<file path="src/rtl/hpg_pkg.sv">
package hpg_pkg;
    localparam int CTRL_W = 8;
    localparam int GPIO_N = 2;
    localparam int B_POL  = 0;
    localparam int B_CKEN = 1;
    localparam int B_IEN  = 2;
    localparam int B_IRST = 3;
    localparam int B_LVL0 = 4;
    localparam int B_DIR0 = 6;
    localparam logic [CTRL_W-1:0] CTRL_RST = 8'hC0;

    typedef enum logic [1:0] {
        HP_DISARMED = 2'd0,
        HP_ARMED    = 2'd1,
        HP_PENDING  = 2'd2,
        HP_CLEARING = 2'd3
    } hp_state_e;
endpackage

</file>
<file path="src/rtl/hpg_sync.sv">
module hpg_sync #(
    parameter int WIDTH  = 1,
    parameter int STAGES = 2
) (
    input  logic             clk,
    input  logic             rst_n,
    input  logic [WIDTH-1:0] d,
    output logic [WIDTH-1:0] q
);
    logic [WIDTH-1:0] stg [STAGES];

    generate
        for (genvar s = 0; s < STAGES; s++) begin : g_stage
            if (s == 0) begin : g_first
                always_ff @(posedge clk or negedge rst_n) begin
                    if (!rst_n) stg[0] <= '0;
                    else        stg[0] <= d;
                end
            end else begin : g_next
                always_ff @(posedge clk or negedge rst_n) begin
                    if (!rst_n) stg[s] <= '0;
                    else        stg[s] <= stg[s-1];
                end
            end
        end
    endgenerate

    assign q = stg[STAGES-1];
endmodule

</file>
<file path="src/rtl/hpg_regfile.sv">
module hpg_regfile
    import hpg_pkg::*;
#(
    parameter int                ADDR_W   = 8,
    parameter logic [ADDR_W-1:0] REG_ADDR = 'h1E
) (
    input  logic              clk,
    input  logic              rst_n,
    input  logic              wr_en,
    input  logic [ADDR_W-1:0] addr,
    input  logic [CTRL_W-1:0] wdata,
    input  logic [GPIO_N-1:0] gpio_sync,
    output logic [CTRL_W-1:0] ctrl,
    output logic [CTRL_W-1:0] rdata
);
    logic              hit;
    logic [CTRL_W-1:0] rd_word;

    assign hit = (addr == REG_ADDR);

    always_ff @(posedge clk or negedge rst_n) begin
        if (!rst_n)            ctrl <= CTRL_RST;
        else if (wr_en && hit) ctrl <= wdata;
    end

    always_comb begin
        rd_word = ctrl;
        for (int i = 0; i < GPIO_N; i++) begin
            if (ctrl[B_DIR0+i]) rd_word[B_LVL0+i] = gpio_sync[i];
        end
    end

    assign rdata = hit ? rd_word : '0;

    // a write that hits the address lands in the word on the next edge
    a_r1_write_lands: assert property (@(posedge clk) disable iff (!rst_n)
        (wr_en && hit) |=> (ctrl == $past(wdata)));

    // a write to any other address leaves the word unchanged
    a_r1_miss_ignored: assert property (@(posedge clk) disable iff (!rst_n)
        (wr_en && !hit) |=> $stable(ctrl));
endmodule

</file>
<file path="src/rtl/hpg_hpd_fsm.sv">
module hpg_hpd_fsm
    import hpg_pkg::*;
(
    input  logic clk,
    input  logic rst_n,
    input  logic hpd_sync,
    input  logic ien,
    input  logic irst,
    input  logic cken,
    input  logic pol,
    input  logic clk_src,
    output logic pin_oe,
    output logic pin_do
);
    hp_state_e state, nxt;
    logic      hpd_prev;
    logic      change;

    always_ff @(posedge clk or negedge rst_n) begin
        if (!rst_n) hpd_prev <= 1'b0;
        else        hpd_prev <= hpd_sync;
    end

    assign change = hpd_sync ^ hpd_prev;

    // state register
    always_ff @(posedge clk or negedge rst_n) begin
        if (!rst_n) state <= HP_DISARMED;
        else        state <= nxt;
    end

    // next-state logic
    always_comb begin
        nxt = state;
        unique case (state)
            HP_DISARMED: if (ien && !irst) nxt = HP_ARMED;
            HP_ARMED: begin
                if (irst)        nxt = HP_CLEARING;
                else if (!ien)   nxt = HP_DISARMED;
                else if (change) nxt = HP_PENDING;
            end
            HP_PENDING:  if (irst) nxt = HP_CLEARING;
            HP_CLEARING: if (!irst) nxt = ien ? HP_ARMED : HP_DISARMED;
            default:     nxt = HP_DISARMED;
        endcase
    end

    // output logic for the shared pin
    always_comb begin
        pin_oe = 1'b0;
        pin_do = 1'b0;
        if (state == HP_PENDING) begin
            pin_oe = 1'b1;
            pin_do = 1'b0;
        end else if (!ien && cken) begin
            pin_oe = 1'b1;
            pin_do = clk_src ^ pol;
        end
    end

    // an armed detector latches a change on the next edge
    a_r7_detect: assert property (@(posedge clk) disable iff (!rst_n)
        (state == HP_ARMED && ien && !irst && change) |=> (state == HP_PENDING));

    // the latch holds until the clear bit is raised
    a_r8_hold: assert property (@(posedge clk) disable iff (!rst_n)
        (state == HP_PENDING && !irst) |=> (state == HP_PENDING));

    // the clear bit always removes the pending latch
    a_r8_clear: assert property (@(posedge clk) disable iff (!rst_n)
        irst |=> (state != HP_PENDING));

    // no latch can be taken from the disarmed or clearing states
    a_r9_no_latch: assert property (@(posedge clk) disable iff (!rst_n)
        (state == HP_DISARMED || state == HP_CLEARING) |=> (state != HP_PENDING));
endmodule

</file>
<file path="src/rtl/hpg_ctrl.sv">
module hpg_ctrl
    import hpg_pkg::*;
#(
    parameter int               ADDR_W   = 8,
    parameter logic [ADDR_W-1:0] REG_ADDR = 'h1E,
    parameter int               SYNC_N   = 2
) (
    input  logic              clk,
    input  logic              rst_n,
    input  logic              reg_wr,
    input  logic [ADDR_W-1:0] reg_addr,
    input  logic [CTRL_W-1:0] reg_wdata,
    output logic [CTRL_W-1:0] reg_rdata,
    input  logic              hpd_in,
    input  logic              ref_clk_in,
    output logic              share_oe,
    output logic              share_do,
    input  logic [GPIO_N-1:0] gpio_in,
    output logic [GPIO_N-1:0] gpio_oe,
    output logic [GPIO_N-1:0] gpio_do
);
    logic [CTRL_W-1:0] ctrl;
    logic [GPIO_N-1:0] gpio_s;
    logic              hpd_s;

    hpg_sync #(.WIDTH(1), .STAGES(SYNC_N)) u_hpd_sync (
        .clk(clk), .rst_n(rst_n), .d(hpd_in), .q(hpd_s)
    );

    hpg_sync #(.WIDTH(GPIO_N), .STAGES(SYNC_N)) u_gpio_sync (
        .clk(clk), .rst_n(rst_n), .d(gpio_in), .q(gpio_s)
    );

    hpg_regfile #(.ADDR_W(ADDR_W), .REG_ADDR(REG_ADDR)) u_regs (
        .clk(clk), .rst_n(rst_n), .wr_en(reg_wr), .addr(reg_addr),
        .wdata(reg_wdata), .gpio_sync(gpio_s), .ctrl(ctrl), .rdata(reg_rdata)
    );

    hpg_hpd_fsm u_fsm (
        .clk(clk), .rst_n(rst_n), .hpd_sync(hpd_s),
        .ien(ctrl[B_IEN]), .irst(ctrl[B_IRST]), .cken(ctrl[B_CKEN]),
        .pol(ctrl[B_POL]), .clk_src(ref_clk_in),
        .pin_oe(share_oe), .pin_do(share_do)
    );

    generate
        for (genvar i = 0; i < GPIO_N; i++) begin : g_gpio
            assign gpio_oe[i] = ~ctrl[B_DIR0+i];
            assign gpio_do[i] = ctrl[B_LVL0+i];
        end
    endgenerate

    // a high level on the shared pin comes only from clock mode
    a_r10_no_clock_with_irq: assert property (@(posedge clk) disable iff (!rst_n)
        (share_oe && share_do) |-> (ctrl[B_CKEN] && !ctrl[B_IEN]));

    // with both functions off, the pin never drives high
    a_r6_idle_not_high: assert property (@(posedge clk) disable iff (!rst_n)
        (!ctrl[B_CKEN] && !ctrl[B_IEN]) |-> !(share_oe && share_do));
endmodule

</file>
<file path="config.mk">
export PLATFORM = sky130hd
export DESIGN_NAME = hpg_ctrl
export DESIGN_NICKNAME = d
export VERILOG_FILES = /design/src/rtl/hpg_pkg.sv /design/src/rtl/hpg_sync.sv /design/src/rtl/hpg_regfile.sv /design/src/rtl/hpg_hpd_fsm.sv /design/src/rtl/hpg_ctrl.sv
export SDC_FILE = /design/constraint.sdc
export NUM_CORES = 1
export LEC_CHECK = 0
export CORE_UTILIZATION = 42
export CTS_CLUSTER_DIAMETER = 150
export DETAILED_ROUTE_END_ITERATION = 12
export PLACE_DENSITY = 0.83
export SETUP_SLACK_MARGIN = 0.5
export SLEW_MARGIN = 5
export SYNTH_ARGS = -nofsm -noshare
export SYNTH_HDL_FRONTEND = slang
export SYNTH_SLANG_ARGS = --single-unit
</file>
<file path="constraint.sdc">
create_clock -name clk -period 2.7 [get_ports clk]
set_clock_uncertainty 0.05 [all_clocks]
set_input_delay 0.27 -clock clk [delete_from_list [all_inputs] [get_ports clk]]
set_output_delay 0.27 -clock clk [all_outputs]
set_load 0.01 [all_outputs]
</file>
# ---- Yosys cells after proc, flatten, opt, wreduce, memory -nomap -nowiden
# Index checks and enable logic that the tools add are counted.
dict set report op_classes {
  n_reduce_logical 7
  n_eq_ne 8
  bitwise 4
  mux 15
}
# op n
set ops {}
lappend ops {{$mux W2} 6}
lappend ops {{$eq A8 B5 Y1 const B} 1}
lappend ops {{$mux W8} 1}
lappend ops {{$pmux W2 S4} 1}
lappend ops {{$mux W1} 7}
lappend ops {{$eq A2 B2 Y1 const B} 2}
lappend ops {{$ne A2 B2 Y1 const B} 2}
lappend ops {{$ne A4 B3 Y1 const B} 1}
lappend ops {{$reduce_and A4 Y1} 1}
lappend ops {{$logic_and A1 B1 Y1} 3}
lappend ops {{$eq A2 B1 Y1 const B} 1}
lappend ops {{$logic_not A1 Y1} 2}
lappend ops {{$logic_not A2 Y1} 1}
lappend ops {{$ne A2 B1 Y1 const B} 1}
lappend ops {{$not A1 Y1} 2}
lappend ops {{$xor A1 B1 Y1} 2}
dict set report totals {
  ff_bits 17
  input_bits 23
}

# ---- Longest topological paths before layout
# Gate-level depths: netlist of run 1.
dict set report depth {
  ltp_word 5
  depth_mapped 3
  depth_no_buf 3
}

# ---- Hierarchy
# From an unflattened synthesis of run 1, not the netlist that was laid out.
dict set report hier_totals {
  hier_cells 57
  hier_area_um2 743.2
}
# module seq_area_each_um2 cells_per_inst instances area_each_um2
set modules_own_cells {}
lappend modules_own_cells {hpg_regfile 202.7 31 1 412.9}
lappend modules_own_cells {hpg_hpd_fsm 75.1 16 1 157.7}
lappend modules_own_cells {{hpg_sync (u_gpio_sync)} 100.1 6 1 115.1}
lappend modules_own_cells {{hpg_sync (u_hpd_sync)} 50.0 2 1 50.0}
lappend modules_own_cells {hpg_ctrl 0.0 2 1 7.5}

# ---- Least setup slack after synthesis of run 1
# Ideal clock, no wire load.
dict set report synth_path {
  kind {input to output}
  from {input reg_addr[5]}
  to {output reg_rdata[4]}
  n_path_buf 0
  required_time_ns 2.380
  slack_ns 1.301
  path_stages 3
  arrival_ns 1.079
  path_cell_list {nor4b_4 and3_1 nor2b_1}
}
dict set report synth_via {
  elab_chain_cells 2
}
# element line_no
set synth_rtl {}
lappend synth_rtl {{start: declaration} hpg_ctrl.sv:11} ;# input logic [ADDR_W-1:0] reg_addr,
lappend synth_rtl {{$eq A8 B5 Y1} hpg_regfile.sv:19} ;# assign hit = (addr == REG_ADDR);
lappend synth_rtl {{$mux W8} hpg_regfile.sv:33} ;# assign rdata = hit ? rd_word : '0;
lappend synth_rtl {{end: declaration} hpg_ctrl.sv:13} ;# output logic [CTRL_W-1:0] reg_rdata,
# Every way passes these cells.

# ---- Worst setup path after layout of run 1
dict set report layout_path {
  from {input reg_addr[5]}
  to {output reg_rdata[5]}
}
# Same word-level chain as after synthesis.

==> summary.txt, run 1 <==
Commonest cells post-synth: dfrtp_1, mux2_2, and2_1
Mapped cell area: 767 sq um
Worst-margin pin slew: 0.716 ns
Clock transition at the registers of the reported paths: 0.09 ns
Share of cells above drive strength 1: 24.5%
Internal power: 0.381 mW
Power density over cell area: 410 mW/mm^2
DRT antenna net count: 0
Crit share post-route: 80.2%
Maximum net fanout on the critical path: 3
Finished Layout Cells: 127
Via count: 589
Worst Path Class, Setup: in2out
Root Buffer: clkbuf_4
Initial antenna violation count: 0
Routability-driven placement congestion ratio: 0.673
Seq/Total Area, Yosys: 55.8%
Syn Inst Count: 59
Die ar.: 0.00200 sq mm
N_diodes: 0
Switching pwr: 0.108 mW
Worst-Skew Late Latency: 0.28 ns
Unrepaired setup endpoints after global routing: true
GRT Residual Overflow: 0
Clk pwr share: 26.4%
DRT iter0 DRCs: 1
Syn Nets: 82
Relative slew slack: 52.1%
Routed wl met2: 694 um
Max-cap viol count: 0
Total track usage: 16.1%
Wire length on met3: 134 um
Net Sw Frac: 22.1%
DRC: 0
Fin crit period: 2.16 ns
Min-delay src: u_gpio_sync.stg[3]
Syn avg cell area: 13.0 sq um
Hold Buf Count CTS: 0
Largest net degree at the start of global routing: 18
Final Util: 69.1%
CTS tree: built
FF-to-FF Start: u_hpd_sync.q
Die Ht: 44.7 um
Sequential fraction of design power: 57.2%
Yosys top cell by area: dfrtp_1
Setup TNS: 0 ns
Pre-antenna DRT Iters: 2
Core box area: 0.00173 sq mm
Vias in the first global route: 528
Final setup violation count: 0
Synth async-reset ratio: 100%
HP Class: reg2reg
Top cell type's share of synthesized area: 48.9%
Count of different cell masters after synthesis: 19
Starting Density: 44.4%
Critical path launch point: reg_addr[5]
Via/cell ratio: 4.64
Worst EP required: 2.38 ns
EDFF count, synth: 0
Io pins: 37
Area growth, synth to finish: 55.5%
Syn. warnings: 0
# port buffers: 36
NumNets Final: 126
CTS H-tree lvls: 1
Outcome: finished clean
Arrival time at the worst endpoint: 1.84 ns
Area contributors post-synth: dfrtp_1, mux2_2, dfstp_2
Logic pwr share: 16.4%
Worst vdd ir: 0.000335 V
Die Wd: 44.7 um
Final Hold Vio Count: 0
WL final: 1450 um
Most frequent cell after synthesis: dfrtp_1
CP Launch Type: input pin
Synth Flop Type: dfrtp_1
DP Cell Count: 118
Wire per inst: 11.4 um
Leak: 0.534 nW
Max-slew violation total from the final report: 0
Uppermost layer routed: met4
First-pass GRT wire length: 2250 um
Core Rows: 15
#FFs+latches synth: 17
Fin Hold WS: 0.304 ns
Routed met1 length: 610 um
Crit end category: output pin
FMAX: 0.462 GHz
Longest Clk Path Bufs: 2
TritonCTS Buffers: 3
Num Clock Sinks: 17
==> logic make-up (layout without fill, tap and decap cells) <==
kind of cell | count (synthesis) | in the layout | share of synthesized area (%)
simple gates | 17 | 17 | 18.4
xor+xnor | 2 | 2 | 2.28
mux | 10 | 10 | 14.4
buf+inv | 7 | 50 | 4.40
compound gates | 6 | 6 | 4.73
flops | 17 | 17 | 55.8
==> through the flow <==
step / total power [mW] / setup slack, ns / area, sq um
floorplan: 0.312 / 1.30 / 767
global placement: 0.362 / 0.284 / 1140
detailed placement: 0.365 / 0.240 / 1140
CTS: 0.495 / 0.525 / 1200
global route: 0.517 / 0.453 / 1190
finish: 0.489 / 0.535 / 1190
==> critical path, cell delays in order <==
cell	delay [ns]
clkdlybuf4s50_1	0.44
nor4b_4	0.32
and3_4	0.24
buf_4	0.11
buf_4	0.10
nor2b_1	0.12
clkdlybuf4s15_1	0.24
==> metal layers <==
layer	global-route usage [%]	vias to the layer above
met5	0	-
li1	-	284
met1	19.2	277
met2	26.2	26
met3	5.60	2
met4	7.27	0
==> cell usage in the layout, fill, tap and decap left out <==
cell / synthesis / routed
dfstp_2: 2 / 2
clkbuf_4: 0 / 3
clkdlybuf4s15_1: 0 / 1
a21oi_1: 2 / 2
clkdlybuf4s50_1: 0 / 28
nor4b_1: 1 / 1
mux2i_1: 2 / 2
nor4b_4: 1 / 1
and2_1: 7 / 7
clkbuf_2: 0 / 3
a31oi_1: 1 / 1
nor2b_1: 5 / 5
dlygate4sd2_1: 0 / 4
clkbuf_1: 0 / 1
dfrtp_1: 15 / 15
xnor2_1: 1 / 1
nand4_4: 1 / 1
nand2b_1: 1 / 1
mux2_2: 8 / 8
o21ba_2: 1 / 1
inv_1: 5 / 5
o21ai_0: 2 / 2
buf_4: 2 / 5
xor2_1: 1 / 1
and3_4: 0 / 1
==> flip-flops by register name (all words and copies together) (netlist names), named ones only <==
signal	flops
u_fsm.state	1
u_gpio_sync.q	2
u_regs.ctrl	8
u_gpio_sync.stg	2
u_hpd_sync.q	1
u_fsm.hpd_prev	1
u_hpd_sync.stg	1
==> power by group through the flow <==
stage	clock network (mW)	registers [mW]	logic [mW]
floorplan	0	0.282	0.0297
global placement	0	0.284	0.0779
detailed placement	0	0.285	0.0806
CTS	0.133	0.280	0.0818
global route	0.146	0.282	0.0879
finish	0.129	0.280	0.0802
==> repair_timing <==
item	4_1_cts	5_1_grt
setup endpoints to repair	8	4
endpoints found under the hold margin	0	0
setup buffers	5	0
resized for setup	10	7
gates cloned	0	0
pin swaps	2	2
==> worst paths after layout <==
path	endpoint	slack [ns]	cells after the start
max	reg_rdata[5]	0.54	7
min	u_gpio_sync.q[1]	0.30	0
max reg2reg	u_fsm.state[0]	1.65	3
min reg2reg	u_gpio_sync.q[1]	0.30	0
max in group asynchronous	u_gpio_sync.q[1]	1.79	1
min in group asynchronous	u_regs.ctrl[0]	0.36	1
==> final cells by class <==
cell class / instances / area, sq um
fillers: 136 / 534
flip-flops and latches: 17 / 428
repair buffers: 41 / 378
multi-input cells: 35 / 310
well taps: 25 / 31.3
clock buffers: 4 / 26.3
inverters: 5 / 18.8
No activity file was read; power rests on OpenSTA's default activity.
==> run 2: changes to the inputs <==
--- a/config.mk
+++ b/config.mk
@@ -5,10 +5,10 @@
 export SDC_FILE = /design/constraint.sdc
 export NUM_CORES = 1
 export LEC_CHECK = 0
-export CORE_UTILIZATION = 42
+export CORE_UTILIZATION = 39
 export CTS_CLUSTER_DIAMETER = 150
 export DETAILED_ROUTE_END_ITERATION = 12
-export PLACE_DENSITY = 0.83
+export PLACE_DENSITY = 0.78
 export SETUP_SLACK_MARGIN = 0.5
 export SLEW_MARGIN = 5
 export SYNTH_ARGS = -nofsm -noshare
==> constraint.sdc (replaced) <==
create_clock -name clk -period 2.2 [get_ports clk]
set_clock_uncertainty 0.05 [all_clocks]
set_input_delay 0.22 -clock clk [delete_from_list [all_inputs] [get_ports clk]]
set_output_delay 0.22 -clock clk [all_outputs]
set_load 0.01 [all_outputs]
==> summary.txt, run 2 (synthesized netlist as in run 1, its figures left out) <==
Outcome: finished clean
Leak: 0.581 nW
Longest Clk Path Bufs: 2
Vias in the first global route: 561
Worst vdd ir: 0.000428 V
Io pins: 37
HP Class: reg2reg
Num Clock Sinks: 17
Routability-driven placement congestion ratio: 0.712
Die Ht: 46.3 um
Total track usage: 16.0%
Final Hold Vio Count: 0
Worst Path Class, Setup: reg2out
Crit share post-route: 73.1%
Core Rows: 15
Arrival time at the worst endpoint: 1.34 ns
Area growth, synth to finish: 58.9%
FMAX: 0.622 GHz
Worst slack at placement: -0.0641 ns
Placed cell areas: 0.00117 sq mm
Initial antenna violation count: 0
Via count: 589
Relative slew slack: 51.8%
Unrepaired setup endpoints after global routing: false
Commonest non-fill, non-tap cell in the layout: clkdlybuf4s50_1
TritonCTS Buffers: 3
Die ar.: 0.00215 sq mm
Final setup violation count: 0
Via/cell ratio: 4.50
CP max-delay cell: dfstp_2
Finished Layout Cells: 131
Core box area: 0.00178 sq mm
Max-slew violation total from the final report: 0
DRT iter0 DRCs: 2
Clock transition at the registers of the reported paths: 0.09 ns
DRC: 0
# fillers: 145
WL final: 1570 um
Die Wd: 46.3 um
Crit end category: output pin
CP max stage delay: 0.56 ns
N_diodes: 0
Largest net degree at the start of global routing: 18
Worst Slack Setup Final: 0.593 ns
# port buffers: 36
Fin crit period: 1.61 ns
Wire per inst: 12.0 um
Maximum net fanout on the critical path: 4
First-pass GRT wire length: 2390 um
Power density over cell area: 492 mW/mm^2
Worst-margin pin slew: 0.721 ns
Root Buffer: clkbuf_4
Worst-Skew Late Latency: 0.28 ns
Critical path launch point: u_regs.ctrl[6]
Pre-antenna DRT Iters: 2
DRT antenna net count: 0
Final Cell Area: 0.00122 sq mm
Most frequent cells in the layout: clkdlybuf4s50_1, dfrtp_1, mux2_2
GRT Residual Overflow: 0
DPL Wire Length: 1140 um
Worst EP required: 1.93 ns
NumNets Final: 130
CP Launch Type: flip-flop
FF-to-FF Start: u_fsm.state[0]
Starting Density: 43.0%
Largest Register: u_regs.ctrl
Max-cap viol count: 0
Share of cells above drive strength 1: 37.7%
Largest register FFs: 8
DP Cell Count: 121
Overall power: 0.599 mW
R2r setup slk: 1.14 ns
CP cell instances: inv_1, clkdlybuf4s50_1
CTS tree: built
CTS H-tree lvls: 1
Min-delay src: u_gpio_sync.stg[2]
[run 2: final cells by class]
type	count	area, sq um	share of cell area, %
repair buffers	45	389	31.9
well taps	25	31.3	2.57
multi-input cells	35	325	26.7
inverters	5	18.8	1.54
clock buffers	4	26.3	2.16
flip-flops and latches	17	428	35.1
[run 2: repair_timing]
action,4_1_cts,5_1_grt
hold endpoints to repair,0,0
resized for setup,46,11
buffers inserted,5,1
pin swaps,3,3
hold buffers,0,0
endpoints found under the setup margin,10,8
[run 2: path summary, 6_finish.rpt]
| path | cells past startpoint | to |
|---|---|---|
| min reg2reg | 0 | u_gpio_sync.q[0] |
| max | 2 | gpio_oe[0] |
| min | 0 | u_gpio_sync.q[0] |
| min in group asynchronous | 1 | u_hpd_sync.stg[1] |
| max reg2reg | 3 | u_fsm.state[0] |
| max in group asynchronous | 1 | u_regs.ctrl[2] |
[run 2: worst max-delay path, delay by kind of cell, from the launching register on]
kind / cells / cell delay, ns
DFF: 1 / 0.56
buffers and inverters: 2 / 0.50
[run 2: where the power goes]
| part | switching [mW] | leakage [nW] | internal (mW) |
|---|---|---|---|
| sequential | 0.0125 | 0.212 | 0.331 |
| combinational | 0.0347 | 0.354 | 0.0641 |
| clock | 0.0862 | 0.0150 | 0.0702 |
[run 2: layer usage]
metal,GRT usage (%),wire length [um],vias to the layer above
li1,-,-,291
met1,21.9,663,268
met2,24.2,736,30
met3,4.71,170,0
met4,5.29,0,0
met5,0,0,-
[run 2: metrics by stage]
stage	TNS, ns	utilization, %	hold slack, ns
2_1_floorplan	0	-	-0.126
3_3_place_gp	-0.271	65.4	0.283
3_5_place_dp	-0.333	65.4	0.285
4_1_cts	0	68.4	0.306
5_1_grt	0	68.4	0.313
6_report	0	68.4	0.304
